==> config.mk <==
export PLATFORM = sky130hd
export DESIGN_NAME = sdc_cmd_top
export DESIGN_NICKNAME = d
export VERILOG_FILES = /design/src/rtl/sdc_cmd_pkg.sv /design/src/rtl/sdc_cmd_tx.sv /design/src/rtl/sdc_rsp_rx.sv /design/src/rtl/sdc_cmd_top.sv
export SDC_FILE = /design/constraint.sdc
export NUM_CORES = 1
export LEC_CHECK = 0
export ABC_AREA = 1
export CAP_MARGIN = 20
export CORE_MARGIN = 2
export CORE_UTILIZATION = 29
export CTS_CLUSTER_SIZE = 14
export DETAILED_ROUTE_END_ITERATION = 16
export DONT_BUFFER_PORTS = 1
export GPL_ROUTABILITY_DRIVEN = 0
export PLACE_DENSITY = 0.49
export SLEW_MARGIN = 20
export SYNTH_ARGS = -nofsm -noshare
export SYNTH_HDL_FRONTEND = slang
export SYNTH_SLANG_ARGS = --single-unit
==> constraint.sdc <==
create_clock -name clk -period 2.4 [get_ports clk]
set_input_delay 0.24 -clock clk [delete_from_list [all_inputs] [get_ports clk]]
set_output_delay 0.24 -clock clk [all_outputs]
set_load 0.05 [all_outputs]
==> src/rtl/sdc_cmd_pkg.sv <==
// Package: shared types and helpers for the SD command issuer.
// Assumes frame lengths fixed by the SD command-line protocol.
package sdc_cmd_pkg;

    // Response selector codes seen on rsp_sel (7 is not a valid selector)
    typedef enum logic [2:0] {
        RSP_NONE = 3'd0,
        RSP_R1   = 3'd1,
        RSP_R1B  = 3'd2,
        RSP_R2   = 3'd3,
        RSP_R3   = 3'd4,
        RSP_R6   = 3'd5,
        RSP_R7   = 3'd6
    } rsp_sel_e;

    // Controller phases
    typedef enum logic [2:0] {
        PH_IDLE,
        PH_SEND,
        PH_WAIT,
        PH_RECV,
        PH_BUSY
    } phase_e;

    localparam int IDX_W       = 6;
    localparam int ARG_W       = 32;
    localparam int CRC_W       = 7;
    localparam int FRAME_SHORT = 48;
    localparam int FRAME_LONG  = 136;
    localparam int CRC_SPAN    = 2 + IDX_W + ARG_W;   // bits covered by CRC
    localparam int VIEW_W      = 128;
    localparam int STS_W       = 6;

    // Status bit positions
    localparam int SB_CDONE = 0;
    localparam int SB_XDONE = 1;
    localparam int SB_TOUT  = 2;
    localparam int SB_CRC   = 3;
    localparam int SB_END   = 4;
    localparam int SB_IDX   = 5;

    // Length code placed in the low bits of the command word
    function automatic logic [1:0] len_code(input rsp_sel_e sel);
        case (sel)
            RSP_NONE: len_code = 2'b00;
            RSP_R2:   len_code = 2'b01;
            RSP_R1B:  len_code = 2'b11;
            default:  len_code = 2'b10;
        endcase
    endfunction

    // CRC-7, generator x^7 + x^3 + 1, zero seed, MSB first
    function automatic logic [CRC_W-1:0] crc7_calc(input logic [CRC_SPAN-1:0] d);
        logic [CRC_W-1:0] c;
        logic             fb;
        c = '0;
        for (int i = CRC_SPAN - 1; i >= 0; i--) begin
            fb = d[i] ^ c[CRC_W-1];
            c  = {c[CRC_W-2:0], 1'b0};
            if (fb) c = c ^ 7'h09;
        end
        return c;
    endfunction

endpackage

==> src/rtl/sdc_cmd_tx.sv <==
// Module: command frame builder and serializer.
// Builds start/transmission bits, index, argument, CRC-7 and end bit,
// then shifts the frame out MSB first, one bit per shift pulse.
// Assumes load and shift are never asserted together.
module sdc_cmd_tx
    import sdc_cmd_pkg::*;
(
    input  logic             clk,
    input  logic             rst_n,
    input  logic             load,
    input  logic             shift,
    input  logic [IDX_W-1:0] idx,
    input  logic [ARG_W-1:0] arg,
    output logic             bit_out
);
    logic [FRAME_SHORT-1:0] frame;
    logic [FRAME_SHORT-1:0] sr;

    // Assemble the outgoing frame from the host fields
    always_comb begin
        frame = {2'b01, idx, arg, crc7_calc({2'b01, idx, arg}), 1'b1};
    end

    // Load a new frame or advance it by one bit
    always_ff @(posedge clk) begin
        if (!rst_n)     sr <= '0;
        else if (load)  sr <= frame;
        else if (shift) sr <= {sr[FRAME_SHORT-2:0], 1'b0};
    end

    assign bit_out = sr[FRAME_SHORT-1];

endmodule

==> src/rtl/sdc_rsp_rx.sv <==
// Module: response deserializer and checker.
// Shifts card bits in LSB first-arrived-at-top; the checks and the
// response view are computed on the frame including the bit arriving
// this cycle, so the controller can latch them on the final bit.
// Assumes the first 8 bits of a long frame (start, transmission,
// reserved) may fall off the top of the shift register.
module sdc_rsp_rx
    import sdc_cmd_pkg::*;
(
    input  logic              clk,
    input  logic              rst_n,
    input  logic              shift,
    input  logic              bit_in,
    input  logic              long_frm,
    input  logic [IDX_W-1:0]  exp_idx,
    output logic              crc_bad,
    output logic              end_bad,
    output logic              idx_bad,
    output logic [VIEW_W-1:0] view
);
    localparam int NWORD = VIEW_W / 32;

    logic [VIEW_W-2:0] sr;
    logic [VIEW_W-1:0] frm;
    logic [31:0]       raw  [NWORD];
    logic [VIEW_W-1:0] long_view;

    assign frm = {sr, bit_in};

    // Collect card bits while the controller is receiving
    always_ff @(posedge clk) begin
        if (!rst_n)     sr <= '0;
        else if (shift) sr <= frm[VIEW_W-2:0];
    end

    // Frame checks; long frames check only their end bit
    always_comb begin
        end_bad = !frm[0];
        crc_bad = !long_frm && (crc7_calc(frm[FRAME_SHORT-1:8]) != frm[7:1]);
        idx_bad = !long_frm && (frm[45:40] != exp_idx);
    end

    // Raw words hold the 120 content bits below the CRC byte,
    // realigned words move each one up a byte
    generate
        for (genvar w = 0; w < NWORD; w++) begin : g_word
            if (w < NWORD - 1) begin : g_full
                assign raw[w] = frm[8 + 32*w +: 32];
            end else begin : g_top
                assign raw[w] = {8'h00, frm[8 + 32*w +: 24]};
            end
            if (w == 0) begin : g_low
                assign long_view[31:0] = {raw[0][23:0], 8'h00};
            end else begin : g_up
                assign long_view[32*w +: 32] = {raw[w][23:0], raw[w-1][31:24]};
            end
        end
    endgenerate

    // Select the view for the frame length in use
    always_comb begin
        if (long_frm) view = long_view;
        else          view = {{(VIEW_W-32){1'b0}}, frm[39:8]};
    end

endmodule

==> src/rtl/sdc_cmd_top.sv <==
// Module: SD command issuer top level.
// Accepts one command when idle, serializes it, waits up to TIMEOUT_CYC
// cycles for a response start bit, captures and checks the response,
// waits on data-0 for busy responses, and keeps sticky W1C status.
// Assumes one system clock cycle per card-clock bit.
module sdc_cmd_top
    import sdc_cmd_pkg::*;
#(
    parameter int TIMEOUT_CYC = 64
)(
    input  logic              clk,
    input  logic              rst_n,
    input  logic              cmd_go,
    input  logic [5:0]        cmd_index,
    input  logic [31:0]       cmd_arg,
    input  logic [2:0]        rsp_sel,
    input  logic              data_flag,
    input  logic [1:0]        cmd_kind,
    input  logic [5:0]        sts_clr,
    input  logic              cmd_in,
    input  logic              dat0_in,
    output logic              cmd_out,
    output logic              cmd_oe,
    output logic [15:0]       cmd_word,
    output logic              cmd_inhibit,
    output logic              dat_inhibit,
    output logic [5:0]        sts,
    output logic [127:0]      rsp_words
);
    localparam int CNT_MAX = (TIMEOUT_CYC > FRAME_LONG) ? TIMEOUT_CYC : FRAME_LONG;
    localparam int CNT_W   = $clog2(CNT_MAX + 1);

    phase_e             phase;
    logic [CNT_W-1:0]   cnt;
    logic [CNT_W-1:0]   last_cnt;
    logic [IDX_W-1:0]   idx_q;
    rsp_sel_e           sel_q;
    logic [15:0]        word_q;
    logic [STS_W-1:0]   sts_q;
    logic [STS_W-1:0]   sts_set;
    logic [VIEW_W-1:0]  rsp_q;
    logic               accept;
    logic               long_q;
    logic               tx_bit;
    logic               tx_end;
    logic               rx_shift;
    logic               rx_done;
    logic               tout_hit;
    logic               crc_bad;
    logic               end_bad;
    logic               idx_bad;
    logic [VIEW_W-1:0]  view;

    assign accept   = (phase == PH_IDLE) && cmd_go && (rsp_sel != 3'd7);
    assign long_q   = (sel_q == RSP_R2);
    assign last_cnt = long_q ? CNT_W'(FRAME_LONG - 1) : CNT_W'(FRAME_SHORT - 1);
    assign tx_end   = (phase == PH_SEND) && (cnt == CNT_W'(FRAME_SHORT - 1));
    assign rx_shift = ((phase == PH_WAIT) && !cmd_in) || (phase == PH_RECV);
    assign rx_done  = (phase == PH_RECV) && (cnt == last_cnt);
    assign tout_hit = (phase == PH_WAIT) && cmd_in && (cnt == CNT_W'(TIMEOUT_CYC - 1));

    sdc_cmd_tx u_tx (
        .clk     (clk),
        .rst_n   (rst_n),
        .load    (accept),
        .shift   (phase == PH_SEND),
        .idx     (cmd_index),
        .arg     (cmd_arg),
        .bit_out (tx_bit)
    );

    sdc_rsp_rx u_rx (
        .clk      (clk),
        .rst_n    (rst_n),
        .shift    (rx_shift),
        .bit_in   (cmd_in),
        .long_frm (long_q),
        .exp_idx  (idx_q),
        .crc_bad  (crc_bad),
        .end_bad  (end_bad),
        .idx_bad  (idx_bad),
        .view     (view)
    );

    // Phase sequencing and the shared bit/timeout counter
    always_ff @(posedge clk) begin
        if (!rst_n) begin
            phase  <= PH_IDLE;
            cnt    <= '0;
            idx_q  <= '0;
            sel_q  <= RSP_NONE;
            word_q <= '0;
        end else begin
            case (phase)
                PH_IDLE: if (accept) begin
                    phase  <= PH_SEND;
                    cnt    <= '0;
                    idx_q  <= cmd_index;
                    sel_q  <= rsp_sel_e'(rsp_sel);
                    word_q <= {2'b00, cmd_index, cmd_kind, data_flag, 3'b000,
                               len_code(rsp_sel_e'(rsp_sel))};
                end
                PH_SEND: begin
                    if (tx_end) begin
                        cnt   <= '0;
                        phase <= (sel_q == RSP_NONE) ? PH_IDLE : PH_WAIT;
                    end else begin
                        cnt <= cnt + 1'b1;
                    end
                end
                PH_WAIT: begin
                    if (!cmd_in) begin
                        phase <= PH_RECV;
                        cnt   <= CNT_W'(1);
                    end else if (tout_hit) begin
                        phase <= PH_IDLE;
                    end else begin
                        cnt <= cnt + 1'b1;
                    end
                end
                PH_RECV: begin
                    if (rx_done) phase <= (sel_q == RSP_R1B) ? PH_BUSY : PH_IDLE;
                    else         cnt   <= cnt + 1'b1;
                end
                PH_BUSY: if (dat0_in) phase <= PH_IDLE;
                default: phase <= PH_IDLE;
            endcase
        end
    end

    // Capture the response view on the final response bit
    always_ff @(posedge clk) begin
        if (!rst_n)       rsp_q <= '0;
        else if (rx_done) rsp_q <= view;
    end

    // Status set conditions for this cycle
    always_comb begin
        sts_set           = '0;
        sts_set[SB_CDONE] = (tx_end && (sel_q == RSP_NONE)) || rx_done;
        sts_set[SB_XDONE] = (phase == PH_BUSY) && dat0_in;
        sts_set[SB_TOUT]  = tout_hit;
        sts_set[SB_CRC]   = rx_done && crc_bad;
        sts_set[SB_END]   = rx_done && end_bad;
        sts_set[SB_IDX]   = rx_done && idx_bad;
    end

    // Sticky status with write-one-to-clear; a new set wins
    always_ff @(posedge clk) begin
        if (!rst_n) sts_q <= '0;
        else        sts_q <= (sts_q & ~sts_clr) | sts_set;
    end

    assign cmd_oe      = (phase == PH_SEND);
    assign cmd_out     = cmd_oe ? tx_bit : 1'b1;
    assign cmd_word    = word_q;
    assign cmd_inhibit = (phase == PH_SEND) || (phase == PH_WAIT) || (phase == PH_RECV);
    assign dat_inhibit = (phase == PH_BUSY);
    assign sts         = sts_q;
    assign rsp_words   = rsp_q;

    AST_START_BIT_LOW: assert property (@(posedge clk) disable iff (!rst_n)
        $rose(cmd_oe) |-> !cmd_out);
    AST_END_BIT_HIGH: assert property (@(posedge clk) disable iff (!rst_n)
        $fell(cmd_oe) |-> $past(cmd_out));
    AST_TIMEOUT_LINE_IDLE: assert property (@(posedge clk) disable iff (!rst_n)
        $rose(sts[SB_TOUT]) |-> $past(cmd_in));
    AST_XFER_AFTER_RELEASE: assert property (@(posedge clk) disable iff (!rst_n)
        $rose(sts[SB_XDONE]) |-> ($past(dat0_in) && $past(dat_inhibit)));
    AST_REFUSED_WHILE_INHIBIT: assert property (@(posedge clk) disable iff (!rst_n)
        (cmd_go && (cmd_inhibit || dat_inhibit)) |=> $stable(cmd_word));
    AST_INHIBITS_EXCLUSIVE: assert property (@(posedge clk) disable iff (!rst_n)
        $onehot0({cmd_inhibit, dat_inhibit, cmd_go && accept}));

endmodule

==> flow_metrics.tcl <==
set metrics [dict create \
    htreeDepth 2 \
    start_kind "flop" \
    muxShareOfSynthArea_pct 0.0670 \
    routed_wl_um 46400 \
    synth_area_leaders "dfxtp_1, nand2_1, nand3_1, a21oi_1, o21ai_0" \
    cp_max_fo 5 \
    rrSetupSlack_ns -0.35 \
    row_count 83 \
    yosysSeqAreaShare_pct 44.8 \
    finalClockSkew_ns 0.0244 \
    synth.top_cells.by_count "nand2_1, dfxtp_1, nor2_1, nand3_1, a21oi_1" \
    min_period_ns 2.75 \
    end_kind "flop" \
    vias_per_cell 4.82 \
    synth_top_area_share_pct 44.8 \
    r2r_end "sts[3]$_SDFF_PN0_" \
    grt_pass1_wl_um 73300 \
    async_flop_share_pct 0 \
    pin_count 209 \
    cts_tree "yes" \
    max_freq_mhz 364 \
    finalSetupViolCount 1 \
    rr_worst_depth 28 \
    synth_top_family_by_area "simple AND/OR/NAND/NOR gates" \
    synth_compound_area_share_pct 15.9 \
    io_buffers 0 \
    yosysWarnings 0 \
    synth_xor_area_share_pct 3.71 \
    crit_type "reg -> reg" \
    outcome "finished, violations left" \
    reg2reg_from "u_rx.sr[45]$_SDFFE_PN0P_" \
    synth_area_per_cell_um2 7.13 \
    critical_path_required_ns 2.81 \
    clock_sink_count 334 \
    relSlewSlack_pct 56.3 \
    drtIter0Drc 763 \
    postRouteAntennaNets 0 \
    final_nets 2244 \
    min_path_cells 4 \
    synth_edf_count 0 \
    clkLatencyLatePin_ns 0.55 \
    path_clk_slew_ns 0.06 \
    hold_end "u_tx.sr[28]$_SDFFE_PN0P_" \
    synth-seq-cells 334 \
    syn_to_final_growth_pct 26.5 \
    slew_viol_final 0 \
    synthAdderAreaFrac_pct 0.0838 \
    post-place-cells 2763 \
    min_from "cmd_arg[20]" \
    start_util_pct 29.2 \
    coreArea_um2 51100 \
    max_stage_delay_ns 0.39 \
    drc 0 \
    die_h_um 231 \
    rsz0062_at_grt "yes" \
    instances_no_fill 2891 \
    n_antenna_cell 0 \
    dp_hpwl_um 30000 \
    vias 13900 \
    synthesis.area_um2 14900 \
    yosysUniqueCellTypes 52 \
    cp.arrival_ns 3.16 \
    grt_use_total_pct 17.0 \
    hold_violations 0 \
    clock_path_buffers 3 \
    crit_path_top_delay_cell "dfxtp_4" \
    drive_above_1_share_pct 19.5 \
    post-synth-top-count-cell "nand2_1" \
    ys.flop_type "dfxtp_1" \
    min_path_type "in -> reg" \
    violations "setup timing" \
    worstMarginPinSlew_ns 0.655 \
    drt_pass1_iterations 7 \
    setup_slack_ns -0.351 \
    die_w_um 231 \
    wl_per_cell_um 16.1 \
    cts-root-buf "clkbuf_16" \
    dieArea_um2 53300 \
    grt_overflow 0 \
    synth_cells 2095 \
    yosysTopAreaCell "dfxtp_1" \
    numCtsBuffers 41 \
    period_share_pct 115 \
    grt_start_max_net_pins 163 \
    grt_antenna_before_repair 0 \
    hold_slack_ns 0.0350 \
    grt_pass1_vias 13500 \
    drv_cap 0 \
    synth_simple_gate_area_share_pct 27.8 \
]
==> through the flow <==
stage / cell area, um^2 / util (%) / setup TNS (ns) / setup WS, ns
after global routing: 18900 / 37.0 / -0.601 / -0.601
after detailed placement: 16200 / 31.8 / -2.58 / -0.488
after floorplan: 15000 / - / -0.0284 / -0.0284
final: 18900 / 37.0 / -0.351 / -0.351
after CTS: 18300 / 35.8 / -0.297 / -0.297
after global placement: 16200 / 31.8 / -2.30 / -0.365
==> logic make-up after synthesis <==
kind of cell	count (synthesis)
and+or+nand+nor	984
AOI/OAI and AO/OA	442
buffers and inverters	285
muxes	1
DFF	334
xor gates and xnor gates	47
adders and majority gates	1
other	1
==> critical path: cells and delay by family (launching register included) <==
kind	cells	cell delay, ns
AND/OR/NAND/NOR	23	1.86
flip-flops	1	0.39
buffers and inverters	4	0.30
AO/OA/AOI/OAI	1	0.05
==> area by class of cell <==
class                      count  area (um^2)
sequential                   334         6720
multi-input combinational   1480         7870
timing repair buffer         172         1530
tap                          680          851
clock inverter                14          156
fill                        5402        32200
clock buffer                  52         1130
inverter                     159          624
==> layout by cell type (no fill, tap or decap), types with 10 or more instances in the layout <==
cell type,count
buf_4,114
nand3_2,22
dlygate4sd3_1,49
nand2_4,40
nor2_1,191
o22ai_1,15
nand3_4,12
inv_1,127
xor2_2,13
nand2_1,424
dfxtp_1,321
nand2_2,94
clkbuf_16,41
xnor2_2,11
nand3_1,165
inv_2,21
o21ai_0,174
xor2_1,12
xnor2_1,11
a21oi_1,179
nor3_1,10
a31oi_1,48
==> timing repair <==
item                                    CTS  global route
hold buffers                             51             0
resized for setup                        84           148
endpoints found under the hold margin   211             0
pin swaps                                31            64
endpoints found under the setup margin    5           140
setup buffers                             6             5
==> sequential cells by signal, summed over array words and instances (netlist names) <==
signal	flops
rsp_words	128
u_rx.sr	127
u_tx.sr	48
cnt	8
idx_q	6
sts	6
cmd_word	5
phase	3
sel_q	3
==> how the worst max path moves through the flow <==
stage / end / startpoint
floorplan: sts[3]$_SDFF_PN0_ / u_rx.sr[43]$_SDFFE_PN0P_
global placement: sts[3]$_SDFF_PN0_ / u_rx.sr[33]$_SDFFE_PN0P_
detailed placement: sts[3]$_SDFF_PN0_ / u_rx.sr[44]$_SDFFE_PN0P_
CTS: sts[3]$_SDFF_PN0_ / u_rx.sr[43]$_SDFFE_PN0P_
global route: sts[3]$_SDFF_PN0_ / u_rx.sr[46]$_SDFFE_PN0P_
finish: sts[3]$_SDFF_PN0_ / u_rx.sr[45]$_SDFFE_PN0P_
==> per-layer routing <==
layer  track usage, %  wire length [um]  up-vias
met3             3.52              2220       86
met5                0                 0        -
met2             28.0             21600      247
met4             6.15              1400        0
met1             21.9             21200     6582
li1                 -                 -     7028
Power is left out: the tool's default activity adds up to more than one toggle a clock period on the data nets, which glitch-free logic cannot reach.
